$ cat src/rtl/i2c_bm_pkg.sv
package i2c_bm_pkg;

    localparam int unsigned BYTE_W = 8;

    localparam logic [1:0] RA_DATA = 2'd0;
    localparam logic [1:0] RA_CTRL = 2'd1;
    localparam logic [1:0] RA_STAT = 2'd2;
    localparam logic [1:0] RA_DIV  = 2'd3;

    // control bit positions
    localparam int unsigned CB_GO    = 0;
    localparam int unsigned CB_START = 1;
    localparam int unsigned CB_STOP  = 2;
    localparam int unsigned CB_NAK   = 3;
    localparam int unsigned CB_ABORT = 4;
    localparam int unsigned CB_RXIE  = 5;

    // status bit positions
    localparam int unsigned SB_RXF  = 0;
    localparam int unsigned SB_BUSY = 1;
    localparam int unsigned SB_NAK  = 2;

    typedef enum logic [3:0] {
        S_IDLE,
        S_START,
        S_SEND,
        S_RACK,
        S_RECV,
        S_MACK,
        S_HOLD,
        S_RSTART,
        S_STOP
    } bm_state_e;

endpackage

$ cat src/rtl/i2c_bm_tick.sv
module i2c_bm_tick #(
    parameter int unsigned DIV_W = 8
) (
    input  logic             clk,
    input  logic             rst_n,
    input  logic             run,
    input  logic [DIV_W-1:0] div,
    output logic             tick
);

    logic [DIV_W-1:0] cnt_q;

    always_ff @(posedge clk or negedge rst_n) begin
        if (!rst_n) begin
            cnt_q <= '0;
        end else if (!run || cnt_q == div) begin
            cnt_q <= '0;
        end else begin
            cnt_q <= cnt_q + 1'b1;
        end
    end

    assign tick = run && (cnt_q == div);

    AST_TICK_GAP: assert property (@(posedge clk) disable iff (!rst_n)
        (tick && (div != '0)) |=> (!tick || !$stable(div)));

endmodule

$ cat src/rtl/i2c_bm_shift.sv
module i2c_bm_shift #(
    parameter int unsigned W = 8
) (
    input  logic         clk,
    input  logic         rst_n,
    input  logic         load,
    input  logic [W-1:0] load_val,
    input  logic         shift,
    input  logic         in_bit,
    output logic [W-1:0] q
);

    always_ff @(posedge clk or negedge rst_n) begin
        if (!rst_n) begin
            q <= '0;
        end else if (load) begin
            q <= load_val;
        end else if (shift) begin
            q <= {q[W-2:0], in_bit};
        end
    end

endmodule

$ cat src/rtl/i2c_byte_master.sv
module i2c_byte_master
    import i2c_bm_pkg::*;
#(
    parameter int unsigned DIV_W     = 8,
    parameter int unsigned DIV_RESET = 49
) (
    input  logic       clk,
    input  logic       rst_n,
    input  logic [1:0] reg_addr,
    input  logic       reg_wr,
    input  logic       reg_rd,
    input  logic [7:0] reg_wdata,
    output logic [7:0] reg_rdata,
    output logic       irq,
    output logic       scl_o,
    output logic       sda_oe,
    input  logic       sda_i
);

    localparam int unsigned CNT_W = $clog2(BYTE_W);
    localparam logic [CNT_W-1:0] LAST_BIT = CNT_W'(BYTE_W - 1);

    bm_state_e state_q, state_n;
    logic [1:0]        ph_q;
    logic [CNT_W-1:0]  bitcnt_q;
    logic              tick, run, slot_end, samp_pt;
    logic              samp_q;
    logic [BYTE_W-1:0] shift_q, data_q;
    logic              sh_load, sh_shift;
    logic              addr_frame_q, rw_pend_q, rd_mode_q;
    logic              go_q, start_q, stop_q, nak_q, abort_q, rxie_q;
    logic              rx_full_q, nak_seen_q;
    logic [DIV_W-1:0]  div_q;
    logic              scl_n, pull_n, cond_q;
    logic              mid;

    // ---------------- phase timing ----------------
    assign run = !(state_q inside {S_IDLE, S_HOLD});

    i2c_bm_tick #(.DIV_W(DIV_W)) u_tick (
        .clk  (clk),
        .rst_n(rst_n),
        .run  (run),
        .div  (div_q),
        .tick (tick)
    );

    assign slot_end = tick && (ph_q == 2'd3);
    assign samp_pt  = tick && (ph_q == 2'd1);
    assign mid      = (ph_q == 2'd1) || (ph_q == 2'd2);

    always_ff @(posedge clk or negedge rst_n) begin
        if (!rst_n) begin
            ph_q <= 2'd0;
        end else if (!run) begin
            ph_q <= 2'd0;
        end else if (tick) begin
            ph_q <= ph_q + 2'd1;
        end
    end

    always_ff @(posedge clk or negedge rst_n) begin
        if (!rst_n) begin
            samp_q <= 1'b1;
        end else if (samp_pt) begin
            samp_q <= sda_i;
        end
    end

    // ---------------- state register ----------------
    always_ff @(posedge clk or negedge rst_n) begin
        if (!rst_n) begin
            state_q <= S_IDLE;
        end else begin
            state_q <= state_n;
        end
    end

    always_comb begin
        state_n = state_q;
        unique case (state_q)
            S_IDLE:   if (go_q && start_q) state_n = S_START;
            S_START,
            S_RSTART: if (slot_end) state_n = S_SEND;
            S_SEND:   if (slot_end && bitcnt_q == LAST_BIT) state_n = S_RACK;
            S_RECV:   if (slot_end && bitcnt_q == LAST_BIT) state_n = S_MACK;
            S_RACK,
            S_MACK:   if (slot_end) state_n = stop_q ? S_STOP : S_HOLD;
            S_HOLD: begin
                if (go_q && start_q)  state_n = S_RSTART;
                else if (go_q)        state_n = rd_mode_q ? S_RECV : S_SEND;
                else if (abort_q)     state_n = S_STOP;
            end
            S_STOP:   if (slot_end) state_n = S_IDLE;
            default:  state_n = S_IDLE;
        endcase
    end

    always_ff @(posedge clk or negedge rst_n) begin
        if (!rst_n) begin
            bitcnt_q <= '0;
        end else if (state_n != state_q) begin
            bitcnt_q <= '0;
        end else if (slot_end && (state_q == S_SEND || state_q == S_RECV)) begin
            bitcnt_q <= bitcnt_q + 1'b1;
        end
    end

    // ---------------- shift register ----------------
    assign sh_load  = (state_n == S_SEND) && (state_q != S_SEND);
    assign sh_shift = (state_q == S_SEND && slot_end) || (state_q == S_RECV && samp_pt);

    i2c_bm_shift #(.W(BYTE_W)) u_shift (
        .clk     (clk),
        .rst_n   (rst_n),
        .load    (sh_load),
        .load_val(data_q),
        .shift   (sh_shift),
        .in_bit  (sda_i),
        .q       (shift_q)
    );

    // ---------------- transfer bookkeeping ----------------
    always_ff @(posedge clk or negedge rst_n) begin
        if (!rst_n) begin
            addr_frame_q <= 1'b0;
            rw_pend_q    <= 1'b0;
            rd_mode_q    <= 1'b0;
        end else begin
            if (slot_end && (state_q == S_START || state_q == S_RSTART)) begin
                addr_frame_q <= 1'b1;
                rw_pend_q    <= data_q[0];
            end
            if (slot_end && state_q == S_RACK && addr_frame_q) begin
                addr_frame_q <= 1'b0;
                rd_mode_q    <= rw_pend_q && !samp_q;
            end
            if (slot_end && state_q == S_STOP) begin
                rd_mode_q <= 1'b0;
            end
        end
    end

    // ---------------- host registers ----------------
    always_ff @(posedge clk or negedge rst_n) begin
        if (!rst_n) begin
            data_q     <= '0;
            go_q       <= 1'b0;
            start_q    <= 1'b0;
            stop_q     <= 1'b0;
            nak_q      <= 1'b0;
            abort_q    <= 1'b0;
            rxie_q     <= 1'b0;
            rx_full_q  <= 1'b0;
            nak_seen_q <= 1'b0;
            div_q      <= DIV_W'(DIV_RESET);
        end else begin
            if (reg_wr) begin
                unique case (reg_addr)
                    RA_DATA: data_q <= reg_wdata;
                    RA_CTRL: begin
                        go_q    <= reg_wdata[CB_GO];
                        start_q <= reg_wdata[CB_START];
                        stop_q  <= reg_wdata[CB_STOP];
                        nak_q   <= reg_wdata[CB_NAK];
                        abort_q <= reg_wdata[CB_ABORT];
                        rxie_q  <= reg_wdata[CB_RXIE];
                    end
                    RA_STAT: begin
                        if (reg_wdata[SB_RXF]) rx_full_q  <= 1'b0;
                        if (reg_wdata[SB_NAK]) nak_seen_q <= 1'b0;
                    end
                    RA_DIV:  div_q <= DIV_W'(reg_wdata);
                    default: ;
                endcase
            end
            if (reg_rd && reg_addr == RA_DATA) rx_full_q <= 1'b0;

            // controller effects take priority over host writes
            if (slot_end && (state_q == S_START || state_q == S_RSTART)) start_q <= 1'b0;
            if (slot_end && (state_q == S_RACK || state_q == S_MACK)) begin
                go_q       <= 1'b0;
                nak_seen_q <= samp_q;
            end
            if (slot_end && state_q == S_MACK) begin
                data_q    <= shift_q;
                rx_full_q <= 1'b1;
            end
            if (state_q == S_IDLE) begin
                if (go_q && !start_q) go_q <= 1'b0;
                if (abort_q)          abort_q <= 1'b0;
            end
            if (state_q == S_HOLD && state_n == S_STOP) abort_q <= 1'b0;
            if (slot_end && state_q == S_STOP) stop_q <= 1'b0;
        end
    end

    always_comb begin
        reg_rdata = '0;
        unique case (reg_addr)
            RA_DATA: reg_rdata = data_q;
            RA_CTRL: reg_rdata = {2'b00, rxie_q, abort_q, nak_q, stop_q, start_q, go_q};
            RA_STAT: reg_rdata = {5'b00000, nak_seen_q, (state_q != S_IDLE), rx_full_q};
            RA_DIV:  reg_rdata = 8'(div_q);
            default: reg_rdata = '0;
        endcase
    end

    assign irq = rx_full_q && rxie_q;

    // ---------------- bus outputs ----------------
    always_comb begin
        scl_n  = 1'b1;
        pull_n = 1'b0;
        unique case (state_q)
            S_IDLE:   ;
            S_START:  begin scl_n = (ph_q != 2'd3); pull_n = (ph_q != 2'd0); end
            S_RSTART: begin scl_n = mid;            pull_n = ph_q[1];        end
            S_STOP:   begin scl_n = (ph_q != 2'd0); pull_n = !ph_q[1];       end
            S_SEND:   begin scl_n = mid;            pull_n = !shift_q[BYTE_W-1]; end
            S_RACK,
            S_RECV:   scl_n = mid;
            S_MACK:   begin scl_n = mid;            pull_n = !nak_q;         end
            S_HOLD:   scl_n = 1'b0;
            default:  ;
        endcase
    end

    always_ff @(posedge clk or negedge rst_n) begin
        if (!rst_n) begin
            scl_o  <= 1'b1;
            sda_oe <= 1'b0;
            cond_q <= 1'b0;
        end else begin
            scl_o  <= scl_n;
            sda_oe <= pull_n;
            cond_q <= state_q inside {S_START, S_RSTART, S_STOP};
        end
    end

    // ---------------- assertions ----------------
    AST_SDA_STEADY_HIGH: assert property (@(posedge clk) disable iff (!rst_n)
        (scl_o && $past(scl_o) && (sda_oe != $past(sda_oe))) |-> cond_q);

    AST_RXFULL_FROM_ACK: assert property (@(posedge clk) disable iff (!rst_n)
        $rose(rx_full_q) |-> ($past(state_q) == S_MACK));

    AST_STOP_RELEASES: assert property (@(posedge clk) disable iff (!rst_n)
        (state_q == S_IDLE && $past(state_q) == S_STOP) |=> (scl_o && !sda_oe));

    AST_ABORT_TO_STOP: assert property (@(posedge clk) disable iff (!rst_n)
        (state_q == S_HOLD && abort_q && !go_q) |=> (state_q == S_STOP));

endmodule

$ cat config.mk
export PLATFORM = sky130hd
export DESIGN_NAME = i2c_byte_master
export DESIGN_NICKNAME = d
export VERILOG_FILES = /design/src/rtl/i2c_bm_pkg.sv /design/src/rtl/i2c_bm_tick.sv /design/src/rtl/i2c_bm_shift.sv /design/src/rtl/i2c_byte_master.sv
export SDC_FILE = /design/constraint.sdc
export NUM_CORES = 1
export LEC_CHECK = 0
export CAP_MARGIN = 10
export CELL_PAD_IN_SITES_DETAIL_PLACEMENT = 1
export CELL_PAD_IN_SITES_GLOBAL_PLACEMENT = 1
export CORE_ASPECT_RATIO = 0.9
export CORE_UTILIZATION = 49
export CTS_CLUSTER_DIAMETER = 50
export DETAILED_ROUTE_END_ITERATION = 12
export HOLD_SLACK_MARGIN = 0.15
export PLACE_DENSITY = 0.94
export REMOVE_ABC_BUFFERS = 1
export SKIP_LAST_GASP = 1
export SLEW_MARGIN = 10
export SYNTH_ARGS = -nofsm -noshare
export SYNTH_HDL_FRONTEND = slang
export SYNTH_SLANG_ARGS = --single-unit
$ cat constraint.sdc
create_clock -name clk -period 4.1 [get_ports clk]
set_input_delay 0.615 -clock clk [delete_from_list [all_inputs] [get_ports clk]]
set_output_delay 0.615 -clock clk [all_outputs]
set_load 0.05 [all_outputs]
==> impl_results.md, run 1 <==
- Async SR Flop Fraction: 1.00
- Die ar.: around 0.0068 sq mm
- R2r setup slk: between 1000 and 1500 ps
- Fin Setup TNS: 0 ps
- Worst setup margin: about 660 ps
- HP Class: in2async
- Clk_lat worst skew: about 320 ps
- Post_cts resized: 0
- Pre-CTS setup slack: 664 ps
- First-pass GRT wire length: between 10 and 15 mm
- Seq pwr share: 0.482
- Unrepaired setup endpoints after global routing: no
- Count of cell types in the netlist: 53
- Final ANT Viol Nets: 0
- I/O Pins: 26
- Estimated wirelength of the detail-placed design: 6.44 mm
- Die W: about 87 um
- EDFF count, synth: 0
- Leakage power: around 1.5 nW
- CP Capture Type: output port
- Final max-slew violation count: 0
- Initial DRC Count: ~100
- Switching power: 0.579 mW
- DR pass1 iterations: 4
- Post-synthesis cell area: about 0.0032 sq mm
- Net Sw Frac: 0.384
- GRT Resource Usage Total: 0.279
- Clk root buf: clkbuf_8
- Critical R2R Launch: div_q[4]
- Hold bufs inserted after CTS: 0
- # rows: 27
- Maximum clock frequency: 291 MHz
- Hold Worst Slack: slightly above 400 ps
- Vias: 2,503
- Post-DR vias/cell: around 6
- Layout Skew: between 10 and 15 ps
- Final wirelength: about 8.6 mm
- Initial Util: 0.515
- Crit. Startpoint: reg_addr[1]
- Max-slew headroom: 0.290
- Pwr Density: between 400 and 500 mW/mm^2
- # H-tree levels: 2
- Clk slew on worst S/H paths: about 90 ps
- Sequential cell area fraction in the yosys report: 0.434
- Final setup violation count: 0
- Largest net degree at the start of global routing: 56
- Data required, critical path: 3480 ps
- Cells after Synth: 310
- # diodes: 0
- Register Area: 0.00138 sq mm
- CTS Buffer Depth: 2
- Initial antenna violation count: 0
- Final Hold Vio Count: 0
- Crit path max fanout: 15
- Main synth FF type: dfrtp_1
- DP Area: around 0.0035 sq mm
- Filler cells: roughly 700
- Ratio of final minimum period to clock period: 0.839
- Final Cell Area: around 0.0036 sq mm
- Worst-Margin Slew: 1060 ps
- Synth Register Bits: 55
- Port Buffers: 25
- Clock power frac: 0.205
- Status: finished clean
- Num Clock Sinks: 55
- Crit path kind: in2out
- Avg Synthesized Cell Area: just over 10 sq um
- Vias in the first global route: 2,684
- Area of the multi-input gates: approximately 0.0017 sq mm
- Overall power: between 1.5 and 2 mW
- Die Y: between 70 and 80 um
- Comb power frac: 0.313
- Max Cap Viol: 0
- Core area: 0.00618 sq mm
- Share of layout cells above drive strength 1: 0.175
- P_int: about 0.93 mW
- CTS tree: yes
- Minimum clock period: 3440 ps
- CP Data Arrival Time: 2820 ps
- Routed len/inst: between 20 and 25 um
- CP startpoint kind: input pin
- Nets: approximately 350
- Syn. warnings: 0
- Post-route DRC: 0
- Area grow syn2layout: 12.2%
- TritonCTS buffer count: 5
- Number of setup buffers added after CTS: 0
- Grt ovf: 0
- Placer Congestion: 0.917
- Maximum VDD drop: between 0.2 and 0.25 mV
## sequential cells by signal, summed over array words and instances, names as in the netlist
register      cells
u_tick.cnt_q      8
rw_pend_q         1
state_q           4
scl_o             1
rd_mode_q         1
start_q           1
addr_frame_q      1
abort_q           1
nak_q             1
rxie_q            1
samp_q            1
bitcnt_q          3
rx_full_q         1
nak_seen_q        1
go_q              1
div_q             8
ph_q              2
data_q            8
sda_oe            1
u_shift.q         8
stop_q            1
## path summary, 6_finish.rpt
check | cells after the start | to
max | 4 | reg_rdata[4]
min | 2 | bitcnt_q[2]
max reg2reg | 5 | data_q[7]
min reg2reg | 1 | addr_frame_q
max in group asynchronous | 2 | rd_mode_q
min in group clk | 1 | addr_frame_q
## kinds of logic after synthesis
group,synth area share
xor+xnor,0.0495
buf+inv,0.0338
mux,0.156
simple gates,0.182
flops,0.434
compound gates,0.121
fa+ha+maj,0.0236
## per-layer routing
layer	wire, um	track usage
met1	3740	0.357
met2	4230	0.460
met3	420	0.0620
met4	216	0.108
met5	0	0
## Yosys cell counts (5+ instances only)
| cell type | count | area share |
|---|---|---|
| a21oi_1 | 13 | 0.020 |
| o21ai_0 | 19 | 0.030 |
| dfstp_2 | 5 | 0.041 |
| xor2_1 | 14 | 0.039 |
| dfrtp_1 | 50 | 0.39 |
| and3_1 | 7 | 0.014 |
| a22o_1 | 5 | 0.014 |
| nand2_1 | 25 | 0.029 |
| nor3_1 | 9 | 0.014 |
| inv_1 | 11 | 0.013 |
| nand3_1 | 10 | 0.016 |
| nor2_1 | 27 | 0.032 |
| mux2_2 | 27 | 0.095 |
| ha_1 | 6 | 0.024 |
| mux2i_1 | 11 | 0.035 |
| nand2b_1 | 7 | 0.014 |
## critical path, stage by stage
cell	delay, ps
clkdlybuf4s50_1	730
nor2_1	440
a22o_1	230
clkdlybuf4s50_1	800
## through the flow
stage / utilization / cells
2_1_floorplan: - / 297
3_3_place_gp: 0.564 / 411
3_5_place_dp: 0.564 / 411
4_1_cts: 0.578 / 419
5_1_grt: 0.578 / 419
6_report: 0.578 / 419
## cell usage in the layout, fill, tap and decap left out, types with 2 or more instances in the layout
cell type and instances:
a31o_2 2, xnor2_1 4, nand3_1 10, nor2_1 27, nor3b_1 2, dfrtp_1 50, o211ai_1 2, clkdlybuf4s50_1 24
xor2_1 14, and2_1 3, nand2b_1 7, inv_1 11, mux4_2 3, clkbuf_8 5, a21oi_1 13, a22o_1 5
nand4_1 3, mux2_2 27, and3_1 7, nor3_1 9, or2_2 2, a31oi_1 3, ha_1 6, nand3b_1 2
mux2i_1 11, nor4_1 3, dfstp_2 5, nand2_1 25, a41o_1 2, o21ai_0 19, nor2b_1 2, buf_4 2
## final cells by class
type,count,share of cell area
clock buffers,6,0.0203
clock inverters,2,0.00350
inverters,11,0.0116
multi-input cells,231,0.474
flip-flops and latches,55,0.387
well taps,87,0.0305
repair buffers,27,0.0729
## power groups by stage
stage	Sequential, mW	Clock, mW	Combinational, mW
finish	0.728	0.309	0.473
global route	0.743	0.331	0.516
CTS	0.728	0.310	0.475
floorplan	0.706	0	0.325
detailed placement	0.737	0	0.470
global placement	0.733	0	0.443
Power figures use the tool's default switching activity.
==> run 2, diff against run 1 <==
Settings changed: CORE_UTILIZATION 49 to 46, PLACE_DENSITY 0.94 to 0.9.
Clock period 4.1 ns to 3.4 ns, I/O delays scaled along.
==> impl_results.md, run 2 (same netlist as run 1, synthesis figures left out) <==
- CP Data Arrival Time: 2520 ps (-300 ps)
- CP Capture Type: output port
- Final setup violation count: 0 (unchanged)
- Dpl cells: 419 (+1.9%)
- Clk_lat worst skew: 310 ps (about the same)
- Layout Skew: 10.3 ps (-1.32 ps)
- I/O Pins: 26 (unchanged)
- Most Frequent Cell on Critical Path: clkdlybuf4s50_1
- Die ar.: 0.00726 sq mm (+6.4%)
- Hold Worst Slack: 371 ps (-34.6 ps)
- Post-route DRC: 0 (unchanged)
- Hold bufs inserted after CTS: 0 (unchanged)
- Final ANT Viol Nets: 0 (unchanged)
- Max-slew headroom: 0.310 (+0.0200)
- Worst path max stage delay: 730 ps (-70 ps)
- Unrepaired setup endpoints after global routing: no
- Final max-slew violation count: 0 (unchanged)
- Worst path slowest cell: clkdlybuf4s50_1
- Crit path kind: in2out
- Filler cells: 729 (+3.6%)
- TritonCTS buffer count: 5 (unchanged)
- Post_cts resized: 0 (unchanged)
- Delay-heaviest family, CP: buffers and inverters
- Commonest non-fill, non-tap cells in the layout: dfrtp_1 (50), nor2_1 (27), mux2_2 (27)
- Initial Util: 0.481 (-0.0342)
- Worst-Margin Slew: 1040 ps (-24.3 ps)
- Post-DR vias/cell: 5.85 (-2.1%)
- Clk root buf: clkbuf_8
- # rows: 28 (+3.7%)
- Num Clock Sinks: 55 (unchanged)
- Estimated wirelength of the detail-placed design: 6.73 mm (+4.4%)
- Minimum clock period: around 3000 ps
- Worst setup margin: 366 ps (-294 ps)
- CTS Buffer Depth: 2 (unchanged)
- CP startpoint kind: input pin
- Post-Layout Cell Count: 427 (+1.9%)
- Number of setup buffers added after CTS: 0 (unchanged)
- Pwr Density: 503 mW/mm^2 (+19%)
- Vias: 2,496 (-0.28%)
- Grt ovf: 0 (unchanged)
- DR pass1 iterations: 4 (unchanged)
- Nets: 357 (+1.4%)
- # H-tree levels: 2 (unchanged)
- Core area: 0.00662 sq mm (+7.1%)
- Maximum VDD drop: 0.229 mV (+7.6%)
- CTS tree: yes
- GRT Resource Usage Total: 0.254 (-0.0252)
- Maximum clock frequency: between 300 and 400 MHz
- Leakage power: 1.57 nW (+2.0%)
- Share of layout cells above drive strength 1: 0.196 (+0.0211)
- Final wirelength: 8.89 mm (+3.3%)
- Initial DRC Count: 157 (+60%)
- Final Core Density: 0.545 (-0.0332)
- Placer Congestion: 0.881 (-3.9%)
- Fin Setup TNS: 0 ps (unchanged)
- # diodes: 0 (unchanged)
- Initial antenna violation count: 0 (unchanged)
- Largest net degree at the start of global routing: 47 (-16%)
- First-pass GRT wire length: 14.1 mm (-0.87%)
- Clk slew on worst S/H paths: 100 ps (about the same)
- Crit path max fanout: 8 (-7)
- Port Buffers: 25 (unchanged)
- Crit path buffers/inverters: 2 (unchanged)
- Pre-CTS setup slack: 370 ps (-294 ps)
- Data required, critical path: 2890 ps (-590 ps)
- Status: finished clean
- Die Y: 80.9 um (+3.1%)
- Die W: 89.7 um (+3.1%)
- HP Class: in2async
- Final Hold Vio Count: 0 (unchanged)
- Area grow syn2layout: 13.2%
- Vias in the first global route: 2,694 (+0.37%)
- Ratio of final minimum period to clock period: 0.892
- Most common cell after layout, fill and taps aside: dfrtp_1
- CP cell instances: clkdlybuf4s50_1 -> mux4_2 -> clkdlybuf4s50_1
- Max Cap Viol: 0 (unchanged)
- Routed len/inst: 20.8 um (+1.3%)
==> run 2: cell count changes in the layout (fill, tap and decap cells not counted) <==
cell	before	now
clkdlybuf4s50_1	24	21
buf_4	2	10
==> run 2: final timing paths <==
check / endpoint / from / slack, ps / depth (start not counted)
min in group clk: data_q[5] / u_shift.q[5] / 530 / 2
worst min register to register: data_q[5] / u_shift.q[5] / 530 / 2
worst max-delay path: reg_rdata[0] / reg_addr[1] / 370 / 3
worst min-delay path: state_q[0] / rst_n / 370 / 1
worst max register to register: u_shift.q[7] / div_q[4] / 630 / 6
max in group asynchronous: div_q[0] / rst_n / 2200 / 2
==> run 2: per-layer routing <==
layer  GRT usage  vias to the layer above  share of wire
li1            -                     1163              -
met1       0.316                     1263           0.44
met2       0.452                       57           0.51
met3      0.0478                       13          0.037
met4      0.0852                        0          0.015
met5           0                        -              0
==> run 2: worst register-to-register path, cell delays in order (launching register included) <==
cell	delay [ps]
dfstp_2	570
xor2_1	100
nor4_1	470
nand3_2	390
a311oi_2	480
nand4_4	280
mux2_4	370
==> run 2: layout make-up <==
| cell class | instances | area (sq um) | area share |
|---|---|---|---|
| Timing Repair Buffer | 32 | 290 | 0.0805 |
| Clock buffer | 6 | 72.6 | 0.0201 |
| Clock inverter | 2 | 12.5 | 0.00347 |
| Multi-Input combinational cell | 231 | 1690 | 0.470 |
| Inverter | 11 | 41.3 | 0.0115 |
| Tap cell | 90 | 113 | 0.0312 |
| Sequential cell | 55 | 1380 | 0.383 |
==> run 2: metrics by stage <==
stage	total power [mW]	cell area (sq um)
after CTS	1.82	3610
after floorplan	1.24	3120
after global placement	1.42	3520
after global routing	1.90	3610
after detailed placement	1.46	3520
final	1.81	3610
==> run 2: power breakdown <==
part / internal [mW] / leakage, nW / switching (mW)
Sequential: 0.753 / 0.697 / 0.129
Combinational: 0.225 / 0.832 / 0.343
Clock: 0.145 / 0.0412 / 0.220
